==> src/rtl/extmem_pkg.sv <==
package extmem_pkg;
  parameter int TW = 4;

  typedef enum logic [2:0] {
    PH_IDLE,
    PH_SETUP,
    PH_HOLD,
    PH_DATA,
    PH_TURN
  } phase_e;

  localparam logic [1:0] MT_SRAM  = 2'd0;
  localparam logic [1:0] MT_PSRAM = 2'd1;
  localparam logic [1:0] MT_NOR   = 2'd2;

  typedef struct packed {
    logic [TW-1:0] setup;
    logic [TW-1:0] hold;
    logic [TW-1:0] data;
    logic [TW-1:0] turn;
  } tset_t;
endpackage

==> src/rtl/extmem_tsel.sv <==
module extmem_tsel
  import extmem_pkg::*;
(
  input  logic          ext_en,
  input  logic          is_write,
  input  logic [1:0]    mem_type,
  input  logic          mux_en,
  input  tset_t         rd_set,
  input  tset_t         wr_set,
  output tset_t         sel_set,
  output logic          mux_eff,
  output logic          adv_en
);
  logic use_wr;

  always_comb begin
    use_wr  = ext_en && is_write;
    sel_set = use_wr ? wr_set : rd_set;
    mux_eff = mux_en && ((mem_type == MT_PSRAM) || (mem_type == MT_NOR));
    adv_en  = mux_eff || (mem_type == MT_NOR);
  end
endmodule

==> src/rtl/extmem_seq.sv <==
module extmem_seq
  import extmem_pkg::*;
(
  input  logic   clk,
  input  logic   rst_n,
  input  logic   start,
  input  tset_t  tset,
  input  logic   wait_hold,
  output phase_e phase,
  output logic   last_data
);
  tset_t         tq;
  logic [TW-1:0] cnt;
  logic          cnt_zero;

  assign cnt_zero  = (cnt == '0);
  assign last_data = (phase == PH_DATA) && cnt_zero && !wait_hold;

  always_ff @(posedge clk or negedge rst_n) begin
    if (!rst_n) begin
      phase <= PH_IDLE;
      cnt   <= '0;
      tq    <= '0;
    end else begin
      unique case (phase)
        PH_IDLE: begin
          if (start) begin
            phase <= PH_SETUP;
            cnt   <= tset.setup;
            tq    <= tset;
          end
        end
        PH_SETUP: begin
          if (cnt_zero) begin
            phase <= PH_HOLD;
            cnt   <= tq.hold;
          end else begin
            cnt <= cnt - 1'b1;
          end
        end
        PH_HOLD: begin
          if (cnt_zero) begin
            phase <= PH_DATA;
            cnt   <= tq.data;
          end else begin
            cnt <= cnt - 1'b1;
          end
        end
        PH_DATA: begin
          if (cnt_zero) begin
            if (!wait_hold) begin
              phase <= PH_TURN;
              cnt   <= tq.turn;
            end
          end else begin
            cnt <= cnt - 1'b1;
          end
        end
        PH_TURN: begin
          if (cnt_zero) phase <= PH_IDLE;
          else          cnt   <= cnt - 1'b1;
        end
        default: phase <= PH_IDLE;
      endcase
    end
  end

  p_setup_exit_r1: assert property (@(posedge clk) disable iff (!rst_n)
    (phase == PH_SETUP && cnt_zero) |=> (phase == PH_HOLD));

  p_wait_stretch_r6: assert property (@(posedge clk) disable iff (!rst_n)
    (phase == PH_DATA && cnt_zero && wait_hold) |=> (phase == PH_DATA));

  p_turn_len_r10: assert property (@(posedge clk) disable iff (!rst_n)
    (phase == PH_TURN && !cnt_zero) |=> (phase == PH_TURN));
endmodule

==> src/rtl/extmem_pins.sv <==
module extmem_pins
  import extmem_pkg::*;
#(
  parameter int AW = 24,
  parameter int DW = 16,
  localparam int NL = DW / 8
) (
  input  logic          clk,
  input  logic          rst_n,
  input  phase_e        phase,
  input  logic          c_write,
  input  logic [AW-1:0] c_addr,
  input  logic [DW-1:0] c_wdata,
  input  logic [NL-1:0] c_be,
  input  logic          c_mux,
  input  logic          c_adv,
  input  logic          c_wide,
  output logic          ce_n,
  output logic          oe_n,
  output logic          we_n,
  output logic          adv_n,
  output logic [NL-1:0] be_n,
  output logic [AW-1:0] addr,
  output logic [DW-1:0] dq_out,
  output logic          dq_oe
);
  logic in_access;
  logic in_addr_ph;
  logic in_data_ph;

  always_comb begin
    in_addr_ph = (phase == PH_SETUP) || (phase == PH_HOLD);
    in_data_ph = (phase == PH_DATA);
    in_access  = in_addr_ph || in_data_ph;
    ce_n       = !in_access;
    oe_n       = !(in_data_ph && !c_write);
    we_n       = !(in_data_ph && c_write);
    adv_n      = !((phase == PH_SETUP) && c_adv);
    addr       = c_addr;
    dq_oe      = (in_addr_ph && c_mux) || (in_data_ph && c_write);
    dq_out     = in_addr_ph ? c_addr[DW-1:0] : c_wdata;
  end

  for (genvar i = 0; i < NL; i++) begin : g_lane
    if (i == 0) begin : g_base
      assign be_n[i] = !(in_access && c_be[i]);
    end else begin : g_upper
      assign be_n[i] = !(in_access && c_be[i] && c_wide);
    end
  end

  p_strobe_excl_r2: assert property (@(posedge clk) disable iff (!rst_n)
    !(!oe_n && !we_n));

  p_adv_setup_only_r5: assert property (@(posedge clk) disable iff (!rst_n)
    !adv_n |-> (phase == PH_SETUP));
endmodule

==> src/rtl/extmem_async_ctrl.sv <==
module extmem_async_ctrl
  import extmem_pkg::*;
#(
  parameter int AW = 24,
  parameter int DW = 16,
  localparam int NL = DW / 8
) (
  input  logic          clk,
  input  logic          rst_n,
  input  logic          cfg_bank_en,
  input  logic [1:0]    cfg_mem_type,
  input  logic          cfg_mux_en,
  input  logic          cfg_wait_en,
  input  logic          cfg_ext_en,
  input  logic          cfg_wide,
  input  logic [TW-1:0] cfg_rd_setup,
  input  logic [TW-1:0] cfg_rd_hold,
  input  logic [TW-1:0] cfg_rd_data,
  input  logic [TW-1:0] cfg_rd_turn,
  input  logic [TW-1:0] cfg_wr_setup,
  input  logic [TW-1:0] cfg_wr_hold,
  input  logic [TW-1:0] cfg_wr_data,
  input  logic [TW-1:0] cfg_wr_turn,
  input  logic          req_valid,
  output logic          req_ready,
  input  logic          req_write,
  input  logic [AW-1:0] req_addr,
  input  logic [DW-1:0] req_wdata,
  input  logic [NL-1:0] req_be,
  output logic          rsp_valid,
  output logic [DW-1:0] rsp_rdata,
  output logic          mem_ce_n,
  output logic          mem_oe_n,
  output logic          mem_we_n,
  output logic          mem_adv_n,
  output logic [NL-1:0] mem_be_n,
  output logic [AW-1:0] mem_addr,
  output logic [DW-1:0] mem_dq_out,
  output logic          mem_dq_oe,
  input  logic [DW-1:0] mem_dq_in,
  input  logic          mem_wait
);
  tset_t   rd_set, wr_set, sel_set;
  logic    sel_mux, sel_adv;
  logic    accept;
  phase_e  phase;
  logic    last_data;

  logic          c_write, c_mux, c_adv, c_wide, c_wait_en;
  logic [1:0]    c_type;
  logic [AW-1:0] c_addr;
  logic [DW-1:0] c_wdata;
  logic [NL-1:0] c_be;

  assign rd_set = '{setup: cfg_rd_setup, hold: cfg_rd_hold,
                    data:  cfg_rd_data,  turn: cfg_rd_turn};
  assign wr_set = '{setup: cfg_wr_setup, hold: cfg_wr_hold,
                    data:  cfg_wr_data,  turn: cfg_wr_turn};

  extmem_tsel u_tsel (
    .ext_en   (cfg_ext_en),
    .is_write (req_write),
    .mem_type (cfg_mem_type),
    .mux_en   (cfg_mux_en),
    .rd_set   (rd_set),
    .wr_set   (wr_set),
    .sel_set  (sel_set),
    .mux_eff  (sel_mux),
    .adv_en   (sel_adv)
  );

  assign req_ready = cfg_bank_en && (phase == PH_IDLE);
  assign accept    = req_valid && req_ready;

  always_ff @(posedge clk or negedge rst_n) begin
    if (!rst_n) begin
      c_write   <= 1'b0;
      c_mux     <= 1'b0;
      c_adv     <= 1'b0;
      c_wide    <= 1'b0;
      c_wait_en <= 1'b0;
      c_type    <= MT_SRAM;
      c_addr    <= '0;
      c_wdata   <= '0;
      c_be      <= '0;
    end else if (accept) begin
      c_write   <= req_write;
      c_mux     <= sel_mux;
      c_adv     <= sel_adv;
      c_wide    <= cfg_wide;
      c_wait_en <= cfg_wait_en;
      c_type    <= cfg_mem_type;
      c_addr    <= req_addr;
      c_wdata   <= req_wdata;
      c_be      <= req_be;
    end
  end

  extmem_seq u_seq (
    .clk       (clk),
    .rst_n     (rst_n),
    .start     (accept),
    .tset      (sel_set),
    .wait_hold (c_wait_en && mem_wait),
    .phase     (phase),
    .last_data (last_data)
  );

  always_ff @(posedge clk or negedge rst_n) begin
    if (!rst_n) begin
      rsp_valid <= 1'b0;
      rsp_rdata <= '0;
    end else begin
      rsp_valid <= last_data;
      if (last_data && !c_write) rsp_rdata <= mem_dq_in;
    end
  end

  extmem_pins #(.AW(AW), .DW(DW)) u_pins (
    .clk     (clk),
    .rst_n   (rst_n),
    .phase   (phase),
    .c_write (c_write),
    .c_addr  (c_addr),
    .c_wdata (c_wdata),
    .c_be    (c_be),
    .c_mux   (c_mux),
    .c_adv   (c_adv),
    .c_wide  (c_wide),
    .ce_n    (mem_ce_n),
    .oe_n    (mem_oe_n),
    .we_n    (mem_we_n),
    .adv_n   (mem_adv_n),
    .be_n    (mem_be_n),
    .addr    (mem_addr),
    .dq_out  (mem_dq_out),
    .dq_oe   (mem_dq_oe)
  );

  p_ready_needs_bank_r7: assert property (@(posedge clk) disable iff (!rst_n)
    !cfg_bank_en |-> !req_ready);

  p_rsp_pulse_r9: assert property (@(posedge clk) disable iff (!rst_n)
    rsp_valid |=> !rsp_valid);

  p_sram_plain_bus_r4: assert property (@(posedge clk) disable iff (!rst_n)
    (c_type == MT_SRAM && (phase == PH_SETUP || phase == PH_HOLD)) |-> !mem_dq_oe);

  p_lanes_idle_r8: assert property (@(posedge clk) disable iff (!rst_n)
    mem_ce_n |-> (&mem_be_n));
endmodule

==> config.mk <==
export PLATFORM = sky130hd
export DESIGN_NAME = extmem_async_ctrl
export DESIGN_NICKNAME = d
export VERILOG_FILES = /design/src/rtl/extmem_pkg.sv /design/src/rtl/extmem_tsel.sv /design/src/rtl/extmem_seq.sv /design/src/rtl/extmem_pins.sv /design/src/rtl/extmem_async_ctrl.sv
export SDC_FILE = /design/constraint.sdc
export NUM_CORES = 1
export LEC_CHECK = 0
export ABC_CLOCK_PERIOD_IN_PS = 2200
export BUFFER_PORTS_ARGS = -buffer_cell sky130_fd_sc_hd__buf_2
export CORE_MARGIN = 2
export CORE_UTILIZATION = 44
export CTS_CLUSTER_SIZE = 28
export DETAILED_ROUTE_END_ITERATION = 8
export PLACE_DENSITY = 0.8
export SLEW_MARGIN = 20
export SYNTH_ARGS = -nofsm -noshare
export SYNTH_HDL_FRONTEND = slang
export SYNTH_SLANG_ARGS = --single-unit
==> constraint.sdc <==
create_clock -name clk -period 2.2 [get_ports clk]
set_input_delay 0.44 -clock clk [delete_from_list [all_inputs] [get_ports clk]]
set_output_delay 0.44 -clock clk [all_outputs]
set_load 0.01 [all_outputs]
==> impl_results.md <==
* WL final at 9890 um
* Post-synth EDFFs at 0
* Post-Syn Instances at 324
* Post-Synthesis Cell Area at 4080 um2
* CTS tree: done
* WP buf/inv at 2
* Core Footprint at 9110 um2
* Layout cells sized above 1 at 59.9%
* DP HPWL at 7020 um
* Largest area contributor in the netlist: dfrtp_1
* Max cap viols at 0
* Critical path arrival at 1.76 ns
* Mapped Nets at 429
* Synth top area share at 51.0%
* Fmax at 0.454 GHz
* Min Tclk post-route at 2.20 ns
* Die area at 10000 um2
* Slew of the pin with the lowest slew margin at 0.434 ns
* R2R Path Start: u_seq.cnt[0]
* DR pass1 iterations at 6
* Die W at 100 um
* Vias/cell at 5.24
* Pleak at 0.00281 uW
* Row cnt at 35
* Critical path fanouts, max at 7
* Hold Path Class: primary input to asynchronous set/reset pin
* CTS root buffer: clkbuf_8
* # DRC at 0
* Nets at 609
* Routed vias at 3248
* IO Port Bufs at 166
* Worst setup path startpoint: u_seq.phase[0]
* Inserted Clock Buffers at 9
* H-tree levels at 3
* CP required at 1.76 ns
* Critical path capture point type: output port
* Hold_buf cts at 0
* Outcome: finished, violations left
* Worst path max stage delay at 0.43 ns
* Max-slew headroom at 71.1%
* Crit Path Class: flop to output port
* Critical path cell sequence: nand2b_4 -> a21oi_4 -> buf_8 -> mux2_4 -> buf_6
* Initial drt markers at 77
* Worst r2r path cells at 6
* Vias in the first global route at 3236
* Failing checks: negative setup slack
* Synthesis Warnings at 0
* Initial antenna violation count at 0
* Syn-to-layout area delta at 36.6%
* Max Transition Viols Final at 0
* Layout Utilization at 61.1%
* Area contributors post-synth: dfrtp_1, mux2_2, mux2_4
* Setup slack after layout at -0.00393 ns
* # IOs at 167
* R2r endpoint: u_seq.cnt[3]
* Design Power at 8290 uW
* Post-DRT Antenna Nets at 0
* Setup-failing EPs final at 6
* Slowest CP cell: dfrtp_2
* Post-synthesis sequential area ratio at 51.0%
* GRT overflow at 0
* Synth async-reset ratio at 100%
* Total power per unit cell area at 1490 nW/um2
* Top Family by Delay on Critical Path: flip-flops
* Die height at 100 um
* Hold_ws at 0.0190 ns
* Worst clock skew at 0.0100 ns
* Startpoint Class: flop
* Setup TNS at -0.0112 ns
* Clock sinks at 83
* # diodes at 0
* Initial core utilization at 44.7%
* Peak supply drop at 0.000840 V
* CTS clk-pin slew, worst paths at 0.08 ns
* Primary FF master, synth: dfrtp_1
* Dpl cell area at 5060 um2
* Routed wire per std cell at 16.0 um
* Global-route wire length before repair at 15600 um
* Clk_lat worst skew at 0.34 ns
* Post-synthesis cell type count at 51
* RSZ-0062 raised after global routing: true
* Final period util at 100%
* Final Hold Vio Count at 0
* Avg Synthesized Cell Area at 12.6 um2
* Flop2flop setup slack at 0.07 ns
* Clock Path Buffers at 2
* Fin area at 5570 um2
* Placer congestion estimate at 0.924
* Largest net degree at the start of global routing at 55
* Total track usage at 19.6%
* Synth Register Bits at 83
how the worst max path moves through the flow:
stage	endpoint	slack, ns	cells past startpoint
after floorplan	mem_dq_out[10]	0.07	5
after global placement	u_seq.cnt[3]	0.14	6
after detailed placement	u_seq.cnt[3]	-0.01	6
after CTS	mem_dq_out[7]	-0.03	5
after global routing	mem_dq_out[3]	-0.07	5
final	mem_dq_out[1]	-0.004	5
metrics by stage:
stage | setup WS, ns | cells
after floorplan | 0.0707 | 324
after global placement | 0.141 | 595
after detailed placement | -0.0113 | 595
after CTS | -0.0304 | 618
after global routing | -0.0653 | 620
final | -0.00393 | 620
cell type report:
cell class	instances	area [um2]
clock buffer	10	138
clock inverter	6	71.3
fill	730	3540
inverter	9	33.8
multi-input combinational	212	1940
sequential	83	2080
tap	111	139
timing repair buffer	189	1170
cells in the final DEF (no fill, tap or decap), types with 5 or more instances in the layout:
| master | count |
|---|---|
| buf_4 | 15 |
| mux2i_1 | 14 |
| a211oi_1 | 5 |
| nor4b_1 | 6 |
| mux2_4 | 26 |
| inv_1 | 9 |
| nor2_1 | 16 |
| nand2_1 | 11 |
| clkbuf_8 | 10 |
| o21ai_0 | 9 |
| dfrtp_1 | 81 |
| nand3_1 | 7 |
| buf_2 | 149 |
| a21oi_1 | 15 |
| mux2_2 | 53 |
| buf_6 | 21 |
where the power goes:
group | switching (uW) | internal (uW) | total, uW
Sequential | 490 | 2260 | 2750
Combinational | 1880 | 2510 | 4390
Clock | 583 | 566 | 1150
Total | 2960 | 5340 | 8290
timing repair:
item / 4_1_cts / 5_1_grt
gates cloned: 1 / 0
setup endpoints to repair: 17 / 30
pin swaps: 1 / 1
gates resized for setup: 41 / 10
setup buffers: 6 / 2
layer usage:
| layer | vias up | track usage [%] | wire length, um |
|---|---|---|---|
| met5 | - | 0 | 0 |
| met4 | 0 | 6.53 | 136 |
| met3 | 11 | 4.60 | 577 |
| met2 | 116 | 32.2 | 4930 |
| met1 | 1581 | 25.4 | 4250 |
| li1 | 1540 | - | - |
Yosys cell counts (2+ instances only):
master and count:
a211oi_1 5, a21oi_1 15, a221o_1 2, a31oi_1 2, and3_1 3, buf_2 12, buf_6 3, clkbuf_1 3
dfrtp_1 83, ha_1 3, inv_1 9, mux2_2 69, mux2_4 10, mux2i_1 14, nand2_1 11, nand2b_1 2
nand3_1 7, nand4_1 2, nor2_1 17, nor3_1 2, nor4b_1 6, o21ai_0 9, o32ai_1 3, or2_2 2
or3_1 2, or3b_2 2, xnor2_1 2
registers in the layout (all words and copies together) (netlist names):
signal / flops
c_be: 2
rsp_rdata: 16
u_seq.tq: 12
c_write: 1
rsp_valid: 1
c_mux: 1
u_seq.cnt: 4
c_adv: 1
u_seq.phase: 3
c_addr: 24
c_wide: 1
c_wait_en: 1
c_wdata: 16
cell families after synthesis:
logic type	Yosys count	synth area share, %
multiplexers	93	26.2
adder cells (fa/ha/maj)	3	0.921
AND/OR/NAND/NOR	66	9.55
AO/OA/AOI/OAI	48	7.95
XOR/XNOR	2	0.430
flip-flops	83	51.0
buffers and inverters	29	3.99
(Power assumes the default switching activity.)
